**config.mk**
```make
export PLATFORM = sky130hd
export DESIGN_NAME = spi_xfer_ctrl
export DESIGN_NICKNAME = d
export VERILOG_FILES = /design/src/rtl/spi_seq_pkg.sv /design/src/rtl/spi_shift_engine.sv /design/src/rtl/spi_burst_seq.sv /design/src/rtl/spi_cs_drive.sv /design/src/rtl/spi_xfer_ctrl.sv
export SDC_FILE = /design/constraint.sdc
export NUM_CORES = 1
export LEC_CHECK = 0
export CAP_MARGIN = 20
export CELL_PAD_IN_SITES_DETAIL_PLACEMENT = 1
export CELL_PAD_IN_SITES_GLOBAL_PLACEMENT = 1
export CORE_MARGIN = 1.5
export CORE_UTILIZATION = 34
export CTS_CLUSTER_DIAMETER = 150
export DETAILED_ROUTE_END_ITERATION = 16
export GPL_ROUTABILITY_DRIVEN = 1
export GPL_TIMING_DRIVEN = 0
export PLACE_DENSITY = 0.86
export SETUP_SLACK_MARGIN = 0.2
export SLEW_MARGIN = 20
export SYNTH_ARGS = -nofsm -noshare
export SYNTH_HDL_FRONTEND = slang
export SYNTH_SLANG_ARGS = --single-unit
```
**constraint.sdc**
```tcl
create_clock -name clk_i -period 1.7 [get_ports clk_i]
set_input_delay 0.34 -clock clk_i [delete_from_list [all_inputs] [get_ports clk_i]]
set_output_delay 0.34 -clock clk_i [all_outputs]
set_load 0.05 [all_outputs]
```
**src/rtl/spi_seq_pkg.sv**
```systemverilog
package spi_seq_pkg;
  typedef enum logic [1:0] {
    SEQ_IDLE,
    SEQ_FETCH,
    SEQ_SHIFT,
    SEQ_FIN
  } seq_state_e;
endpackage

```
**src/rtl/spi_shift_engine.sv**
```systemverilog
module spi_shift_engine #(
  parameter int DATA_W = 8
) (
  input  logic              clk_i,
  input  logic              rst_ni,
  input  logic              load_i,
  input  logic [DATA_W-1:0] data_i,
  input  logic              run_i,
  input  logic              tick_i,
  input  logic              cpol_i,
  input  logic              miso_i,
  output logic              sclk_o,
  output logic              mosi_o,
  output logic              byte_done_o,
  output logic [DATA_W-1:0] rx_byte_o
);
  localparam int BIT_W = (DATA_W > 1) ? $clog2(DATA_W) : 1;
  localparam logic [BIT_W-1:0] LAST_BIT = BIT_W'(DATA_W - 1);

  logic [DATA_W-1:0] sh_q, rx_q;
  logic [BIT_W-1:0]  bit_q;
  logic              lvl_q;  // 0: idle phase, 1: after leading edge
  logic              last;

  assign last = (bit_q == LAST_BIT);

  always_ff @(posedge clk_i or negedge rst_ni) begin
    if (!rst_ni) begin
      sh_q  <= '0;
      rx_q  <= '0;
      bit_q <= '0;
      lvl_q <= 1'b0;
    end else if (load_i) begin
      sh_q  <= data_i;
      bit_q <= '0;
      lvl_q <= 1'b0;
    end else if (!run_i) begin
      lvl_q <= 1'b0;
    end else if (tick_i) begin
      if (!lvl_q) begin
        lvl_q <= 1'b1;
        rx_q  <= {rx_q[DATA_W-2:0], miso_i};
      end else begin
        lvl_q <= 1'b0;
        if (!last) begin
          sh_q  <= {sh_q[DATA_W-2:0], 1'b0};
          bit_q <= bit_q + 1'b1;
        end
      end
    end
  end

  assign sclk_o      = cpol_i ^ lvl_q;
  assign mosi_o      = sh_q[DATA_W-1];
  assign byte_done_o = run_i && tick_i && lvl_q && last;
  assign rx_byte_o   = rx_q;
endmodule

```
**src/rtl/spi_burst_seq.sv**
```systemverilog
module spi_burst_seq
  import spi_seq_pkg::*;
#(
  parameter int DATA_W = 8,
  parameter int CNT_W  = 8
) (
  input  logic              clk_i,
  input  logic              rst_ni,
  input  logic              en_i,
  input  logic              go_i,
  input  logic [CNT_W-1:0]  len_i,
  input  logic              discard_i,
  input  logic              tx_empty_i,
  input  logic              byte_done_i,
  input  logic [DATA_W-1:0] rx_byte_i,
  output logic              busy_o,
  output logic              run_o,
  output logic              load_o,
  output logic              done_o,
  output logic              rx_push_o,
  output logic [DATA_W-1:0] rx_data_o
);
  localparam logic [CNT_W-1:0] ONE = CNT_W'(1);

  seq_state_e        state_q, state_d;
  logic [CNT_W-1:0]  remain_q;
  logic              push_q;
  logic [DATA_W-1:0] data_q;

  always_comb begin
    state_d = state_q;
    unique case (state_q)
      SEQ_IDLE:  if (en_i && go_i) state_d = (len_i == '0) ? SEQ_FIN : SEQ_FETCH;
      SEQ_FETCH: if (!en_i) state_d = SEQ_IDLE;
                 else if (!tx_empty_i) state_d = SEQ_SHIFT;
      SEQ_SHIFT: if (!en_i) state_d = SEQ_IDLE;
                 else if (byte_done_i) state_d = (remain_q == ONE) ? SEQ_FIN : SEQ_FETCH;
      SEQ_FIN:   state_d = SEQ_IDLE;
      default:   state_d = SEQ_IDLE;
    endcase
  end

  always_ff @(posedge clk_i or negedge rst_ni) begin
    if (!rst_ni) begin
      state_q  <= SEQ_IDLE;
      remain_q <= '0;
      push_q   <= 1'b0;
      data_q   <= '0;
    end else begin
      state_q <= state_d;
      if (state_q == SEQ_IDLE && en_i && go_i) remain_q <= len_i;
      else if (run_o && byte_done_i) remain_q <= remain_q - ONE;
      push_q <= run_o && byte_done_i && !discard_i;
      if (run_o && byte_done_i) data_q <= rx_byte_i;
    end
  end

  assign busy_o    = (state_q != SEQ_IDLE);
  assign run_o     = (state_q == SEQ_SHIFT) && en_i;
  assign load_o    = (state_q == SEQ_FETCH) && en_i && !tx_empty_i;
  assign done_o    = (state_q == SEQ_FIN);
  assign rx_push_o = push_q;
  assign rx_data_o = data_q;
endmodule

```
**src/rtl/spi_cs_drive.sv**
```systemverilog
module spi_cs_drive #(
  parameter int NUM_CS = 4,
  parameter int SEL_W  = 2
) (
  input  logic              busy_i,
  input  logic [SEL_W-1:0]  sel_i,
  input  logic              manual_i,
  input  logic              level_i,
  input  logic              act_low_i,
  output logic [NUM_CS-1:0] cs_o
);
  logic auto_lvl, sel_lvl;

  assign auto_lvl = busy_i ? ~act_low_i : act_low_i;
  assign sel_lvl  = manual_i ? level_i : auto_lvl;

  for (genvar i = 0; i < NUM_CS; i++) begin : g_line
    assign cs_o[i] = (sel_i == SEL_W'(i)) ? sel_lvl : act_low_i;
  end
endmodule

```
**src/rtl/spi_xfer_ctrl.sv**
```systemverilog
module spi_xfer_ctrl #(
  parameter int DATA_W = 8,
  parameter int CNT_W  = 8,
  parameter int NUM_CS = 4,
  localparam int SEL_W = (NUM_CS > 1) ? $clog2(NUM_CS) : 1
) (
  input  logic              clk_i,
  input  logic              rst_ni,
  input  logic              en_i,
  input  logic              cpol_i,
  input  logic              cs_manual_i,
  input  logic              cs_level_i,
  input  logic              cs_act_low_i,
  input  logic              rx_discard_i,
  input  logic [SEL_W-1:0]  cs_sel_i,
  input  logic [CNT_W-1:0]  xfer_len_i,
  input  logic              xfer_go_i,
  output logic              xfer_busy_o,
  output logic              xfer_done_o,
  input  logic              clk_en_i,
  input  logic [DATA_W-1:0] tx_data_i,
  input  logic              tx_empty_i,
  output logic              tx_pop_o,
  output logic [DATA_W-1:0] rx_data_o,
  output logic              rx_push_o,
  output logic              sclk_o,
  output logic              mosi_o,
  input  logic              miso_i,
  output logic [NUM_CS-1:0] cs_o
);
  logic              run, load, byte_done, busy;
  logic [DATA_W-1:0] rx_byte;

  spi_burst_seq #(.DATA_W(DATA_W), .CNT_W(CNT_W)) i_seq (
    .clk_i       (clk_i),
    .rst_ni      (rst_ni),
    .en_i        (en_i),
    .go_i        (xfer_go_i),
    .len_i       (xfer_len_i),
    .discard_i   (rx_discard_i),
    .tx_empty_i  (tx_empty_i),
    .byte_done_i (byte_done),
    .rx_byte_i   (rx_byte),
    .busy_o      (busy),
    .run_o       (run),
    .load_o      (load),
    .done_o      (xfer_done_o),
    .rx_push_o   (rx_push_o),
    .rx_data_o   (rx_data_o)
  );

  spi_shift_engine #(.DATA_W(DATA_W)) i_shift (
    .clk_i       (clk_i),
    .rst_ni      (rst_ni),
    .load_i      (load),
    .data_i      (tx_data_i),
    .run_i       (run),
    .tick_i      (clk_en_i),
    .cpol_i      (cpol_i),
    .miso_i      (miso_i),
    .sclk_o      (sclk_o),
    .mosi_o      (mosi_o),
    .byte_done_o (byte_done),
    .rx_byte_o   (rx_byte)
  );

  spi_cs_drive #(.NUM_CS(NUM_CS), .SEL_W(SEL_W)) i_cs (
    .busy_i    (busy),
    .sel_i     (cs_sel_i),
    .manual_i  (cs_manual_i),
    .level_i   (cs_level_i),
    .act_low_i (cs_act_low_i),
    .cs_o      (cs_o)
  );

  assign xfer_busy_o = busy;
  assign tx_pop_o    = load;
endmodule

```
== Word level (Yosys, flattened, before mapping) ==
Cells that the tools add are included.
Widths: inputs -> output; s select.
Word-level totals
  bits in registers: 39
  bits in latches: 0
  RAM bits: 0
  ROM bits: 0
  bits of input ports: 30
  output and inout port bits: 18
  logic and storage cells: 81
  memories: 0
Cells by class
  add/sub/neg operators: 2
  multiply operators: 0
  divide/modulo/power cells: 0
  magnitude comparators: 0
  equality and inequality tests: 13
  shift-type cells: 0
  mux-type cells: 30
  bitwise operators: 4
  reductions and logical operators: 24
Operators with widths (number)
  $mux 8: 7
  $mux 3: 5
  $mux 2: 7
  $logic_and 1x1->1: 11
  $mux 1: 10
  $reduce_bool 2->1: 5
  $eq 2x2->1 const B: 4
  $eq 8x1->1 const B: 1
  $logic_not 8->1: 1
  $pmux 2 s4: 1
  $reduce_and 4->1: 2
  $sub 8x1->8 const B: 1
  $ne 3x3->1 const B: 2
  $eq 2x1->1 const B: 2
  $logic_not 2->1: 2
  $add 3x1->3 const B: 1
  $eq 3x3->1 const B: 1
  $ne 3x2->1 const B: 1
  $not 1->1: 3
  $reduce_and 3->1: 1
  $logic_not 1->1: 2
  $ne 2x1->1 const B: 1
  $ne 2x2->1 const B: 1
  $xor 1x1->1: 1

== Depth between registers and ports, before layout ==
  word-level depth: 8
  depth in mapped cells: 7
  depth with buffers taken out: 6

== Modules after synthesis ==
Synthesis repeated with hierarchy kept, for this count alone.
Unflattened totals
  cells, all modules: 199
  area total of the unflattened synthesis: 1999.4 µm²
Modules (own cells, without submodules)
  spi_burst_seq: instances 1, cells an instance 113, area an instance 1031.0 µm², sequential area each 475.5 µm²
  spi_shift_engine: instances 1, cells an instance 72, area an instance 884.6 µm², sequential area each 500.5 µm²
  spi_cs_drive: instances 1, cells an instance 14, area an instance 83.8 µm², sequential area each 0.0 µm²

== Worst setup path before layout ==
Ideal clock, no wire load.
  path kind: reg-to-output
  start: reg i_seq.state_q[0]
  end: out cs_o[1]
  arrival: 2.020 ns
  setup slack: -0.660 ns
  cell stages (with the launch flop): 6
  buffers on the path: 1
  cell sequence: dfrtp_1 > buf_6 > nor2_1 > xnor2_1 > mux2i_1 > o21ai_0
On the way
  cells in the longest elaborated chain, start to end: 4
Ends and longest elaborated chain
  start, declared: line spi_burst_seq.sv:25  | seq_state_e state_q, state_d;
  start signal, assigned: line spi_burst_seq.sv:50  | state_q <= state_d;
  $reduce_bool 2->1: line spi_burst_seq.sv:58  | assign busy_o = (state_q != SEQ_IDLE);
  $mux 1: line spi_cs_drive.sv:14  | assign auto_lvl = busy_i ? ~act_low_i : act_low_i;
  $mux 1: line spi_cs_drive.sv:15  | assign sel_lvl = manual_i ? level_i : auto_lvl;
  $mux 1: line spi_cs_drive.sv:18  | assign cs_o[i] = (sel_i == SEL_W'(i)) ? sel_lvl : act_low_i;
  end, declared: line spi_xfer_ctrl.sv:29  | output logic [NUM_CS-1:0] cs_o
No other way between the ends.

== Final worst setup path ==
  start: reg i_seq.state_q[0]
  end: out cs_o[3]
The elaborated chain is that of the path after synthesis.

==> impl_metrics.env <==
export IMPL_cp_required_ps=1360
export IMPL_cts_tree="done"
export IMPL_yosysUniqueCellTypes=41
export IMPL_clk_latency_ps=310
export IMPL_ir_drop_mv=0.492
export IMPL_hold_viol=0
export IMPL_post_route_util_pct=58.8
export IMPL_nFillCells=590
export IMPL_io_buffers=46
export IMPL_first_global_vias=1808
export IMPL_drive_gt1_share_pct=44.1
export IMPL_drtPass1Iterations=4
export IMPL_postRouteAntennaNets=0
export IMPL_p_per_area_nw_per_um2=803
export IMPL_maxCapViolations=0
export IMPL_rows=27
export IMPL_gr_usage_all_layers_pct=20.5
export IMPL_io_pins=48
export IMPL_synth_seq_area_share_pct=49.1
export IMPL_cts_buffers=5
export IMPL_end_kind="output pin"
export IMPL_die_width_um=79.5
export IMPL_critPathArrivalTime_ps=1610
export IMPL_fmax_ghz=0.513
export IMPL_drc_errors=0
export IMPL_criticalPathCategory="flop to output pin"
export IMPL_syn_nets=219
export IMPL_grt_max_degree=29
export IMPL_wl_per_cell_um=19.3
export IMPL_viasPerCell=5.37
export IMPL_vias=1848
export IMPL_leakagePower_nw=1.53
export IMPL_start_util_pct=35.7
export IMPL_dieArea_sq_um=6320
export IMPL_hpwlAfterDp_um=3570
export IMPL_diodes=0
export IMPL_final_nets=305
export IMPL_layout_area_overhead_vs_synth_pct=64.8
export IMPL_yosysTopAreaCell="dfrtp_1"
export IMPL_die_h_um=79.5
export IMPL_final_max_slew_violation_count=0
export IMPL_clockRootBuffer="clkbuf_8"
export IMPL_violations="setup timing"
export IMPL_clock_path_buffers=2
export IMPL_ys_ff_latch=39
export IMPL_tightest_slew_ps=456
export IMPL_stdcell_count=344
export IMPL_slew_headroom_pct=69.5
export IMPL_yosysWarnings=0
export IMPL_cp_max_fo=4
export IMPL_first_iter_violations=94
export IMPL_setup_slack_ps=-248
export IMPL_setup_tns_ps=-2660
export IMPL_htreeDepth=2
export IMPL_antenna_found_initial=0
export IMPL_ys_top_cells_by_area="dfrtp_1, nand2_1, mux2_2"
export IMPL_postSynthAreaPerCell_sq_um=10.7
export IMPL_clk_pin_slew_worst_paths_ps=80
export IMPL_finalClockSkew_ps=5.91
export IMPL_grt_pass1_wl_um=9560
export IMPL_wirelength_um=6650
export IMPL_coreArea_sq_um=5570
export IMPL_netlist_area_sq_um=1990
export IMPL_worstSetupStartpointType="flop"
export IMPL_period_share_pct=115
export IMPL_period_minus_slack_ps=1950
export IMPL_rsz0062_at_grt="true"
export IMPL_cts_sinks=39
export IMPL_status="complete, but fails checks"
export IMPL_syn_instance_count=185
export IMPL_setup_violations=30
export IMPL_gp_congestion=0.764
export IMPL_place_inst=304
export IMPL_hold_path_class="primary input to flop"
export IMPL_globalRouteOverflowTotal=0
export IMPL_synth_top_area_share_pct=49.1
-- cell usage after synthesis (all sizes together) --
master   number
nand2b        4
or4           1
dfrtp        39
a21oi         5
a41oi         1
nand4bb       1
o21ai         7
nor3          4
xor2          1
a211oi        1
or3           1
and4b         1
buf           8
ha            4
a31oi         5
a22o          9
nand3         4
nor2         15
and4bb        1
nor4          3
inv           6
and2          2
mux2i         2
a221oi        1
nand4b        1
o221a         1
nand2        31
a32oi         2
mux2          9
a221o         4
xnor2         2
a21o          6
nand3b        1
and3          1
nor3b         1
-- placed cells by master (no fill, tap or decap), drive strengths merged, types with 3 or more instances in the layout --
master / n
buf: 49
nand2: 31
clkbuf: 10
nand2b: 4
clkdlybuf4s15: 5
dfrtp: 39
mux2: 9
a31oi: 5
nand3: 4
nor3: 4
a221o: 4
a21oi: 5
nor4: 3
nor2: 15
ha: 4
clkdlybuf4s50: 25
o21ai: 7
inv: 6
a22o: 9
a21o: 6
-- stage by stage --
stage / power, W / area (sq um) / setup WS (ps) / hold WS, ps
after floorplan: 0.00145 / 2100 / 115 / 44.4
after global placement: 0.00164 / 2650 / -875 / 461
after detailed placement: 0.00167 / 2660 / -896 / 249
after CTS: 0.00253 / 3090 / -265 / 397
after global routing: 0.00274 / 3280 / -322 / 406
final: 0.00263 / 3280 / -248 / 404
-- state kept, by name (all words and copies together) (netlist names) --
name	flops
i_shift.lvl_q	1
i_seq.rx_push_o	1
i_shift.rx_byte_o	8
i_seq.remain_q	8
i_shift.sh_q	8
i_seq.state_q	2
i_seq.rx_data_o	8
i_shift.bit_q	3
-- routing by layer --
| metal | vias to the layer above | share of wire, % | routed length, um | GRT usage, % |
|---|---|---|---|---|
| li1 | 843 | - | - | - |
| met2 | 60 | 53 | 3520 | 35.9 |
| met4 | 0 | 2.3 | 151 | 6.14 |
| met1 | 927 | 40 | 2640 | 24.5 |
| met5 | - | 0 | 0 | 0 |
| met3 | 18 | 5.1 | 338 | 5.49 |
-- cell type report --
cell class	instances	area, sq um	area share, %
Buffer	8	83.8	2.56
Tap cell	72	90.1	2.75
Timing Repair Buffer	79	797	24.3
Clock inverter	3	43.8	1.34
Multi-Input combinational cell	132	1190	36.4
Clock buffer	5	68.8	2.10
Inverter	6	22.5	0.687
Sequential cell	39	977	29.8
-- path summary, 6_finish.rpt --
check                                             start                            end  slack, ps  cells after the start
max                        i_seq.state_q[0]$_DFFE_PN0P_                        cs_o[3]       -250                      7
min                                                en_i   i_seq.state_q[0]$_DFFE_PN0P_        400                      3
max reg2reg                i_seq.state_q[0]$_DFFE_PN0P_  i_seq.remain_q[4]$_DFFE_PN0P_       -120                      7
min reg2reg                 i_shift.sh_q[3]$_DFFE_PN0P_    i_shift.sh_q[3]$_DFFE_PN0P_        490                      1
max in group asynchronous                        rst_ni   i_seq.state_q[1]$_DFFE_PN0P_        790                      3
min in group asynchronous                        rst_ni  i_seq.remain_q[0]$_DFFE_PN0P_        460                      2
-- worst max-delay path: stages, from the launching register on --
cell	delay, ps
dfrtp_1	390
buf_6	120
nor2_4	100
xnor2_2	140
mux2i_4	100
buf_12	140
a31oi_4	120
buf_6	170
-- timing repair --
action                                  4_1_cts  5_1_grt
endpoints found under the hold margin        11        0
cloned                                        3        1
pin swaps                                    14       19
gates resized for setup                     115       44
hold buffers                                  1        0
endpoints found under the setup margin       52       51
setup buffers                                17       10
-- cell families (layout without fill, tap and decap cells) --
logic type / count (synthesis) / count (layout) / synth area share, %
AO/OA/AOI/OAI: 42 / 42 / 17.2
XOR/XNOR: 3 / 3 / 1.32
adder cells (fa/ha/maj): 4 / 4 / 2.52
buffers and inverters: 14 / 101 / 4.09
flip-flops: 39 / 39 / 49.1
multiplexers: 11 / 11 / 6.10
AND/OR/NAND/NOR: 72 / 72 / 19.7
-- where the power goes --
part | total (W) | switching [W] | internal (W)
Sequential | 0.00114 | 0.000108 | 0.00103
Clock | 0.000820 | 0.000382 | 0.000438
Combinational | 0.000671 | 0.000331 | 0.000340
Power figures use the tool's default switching activity.
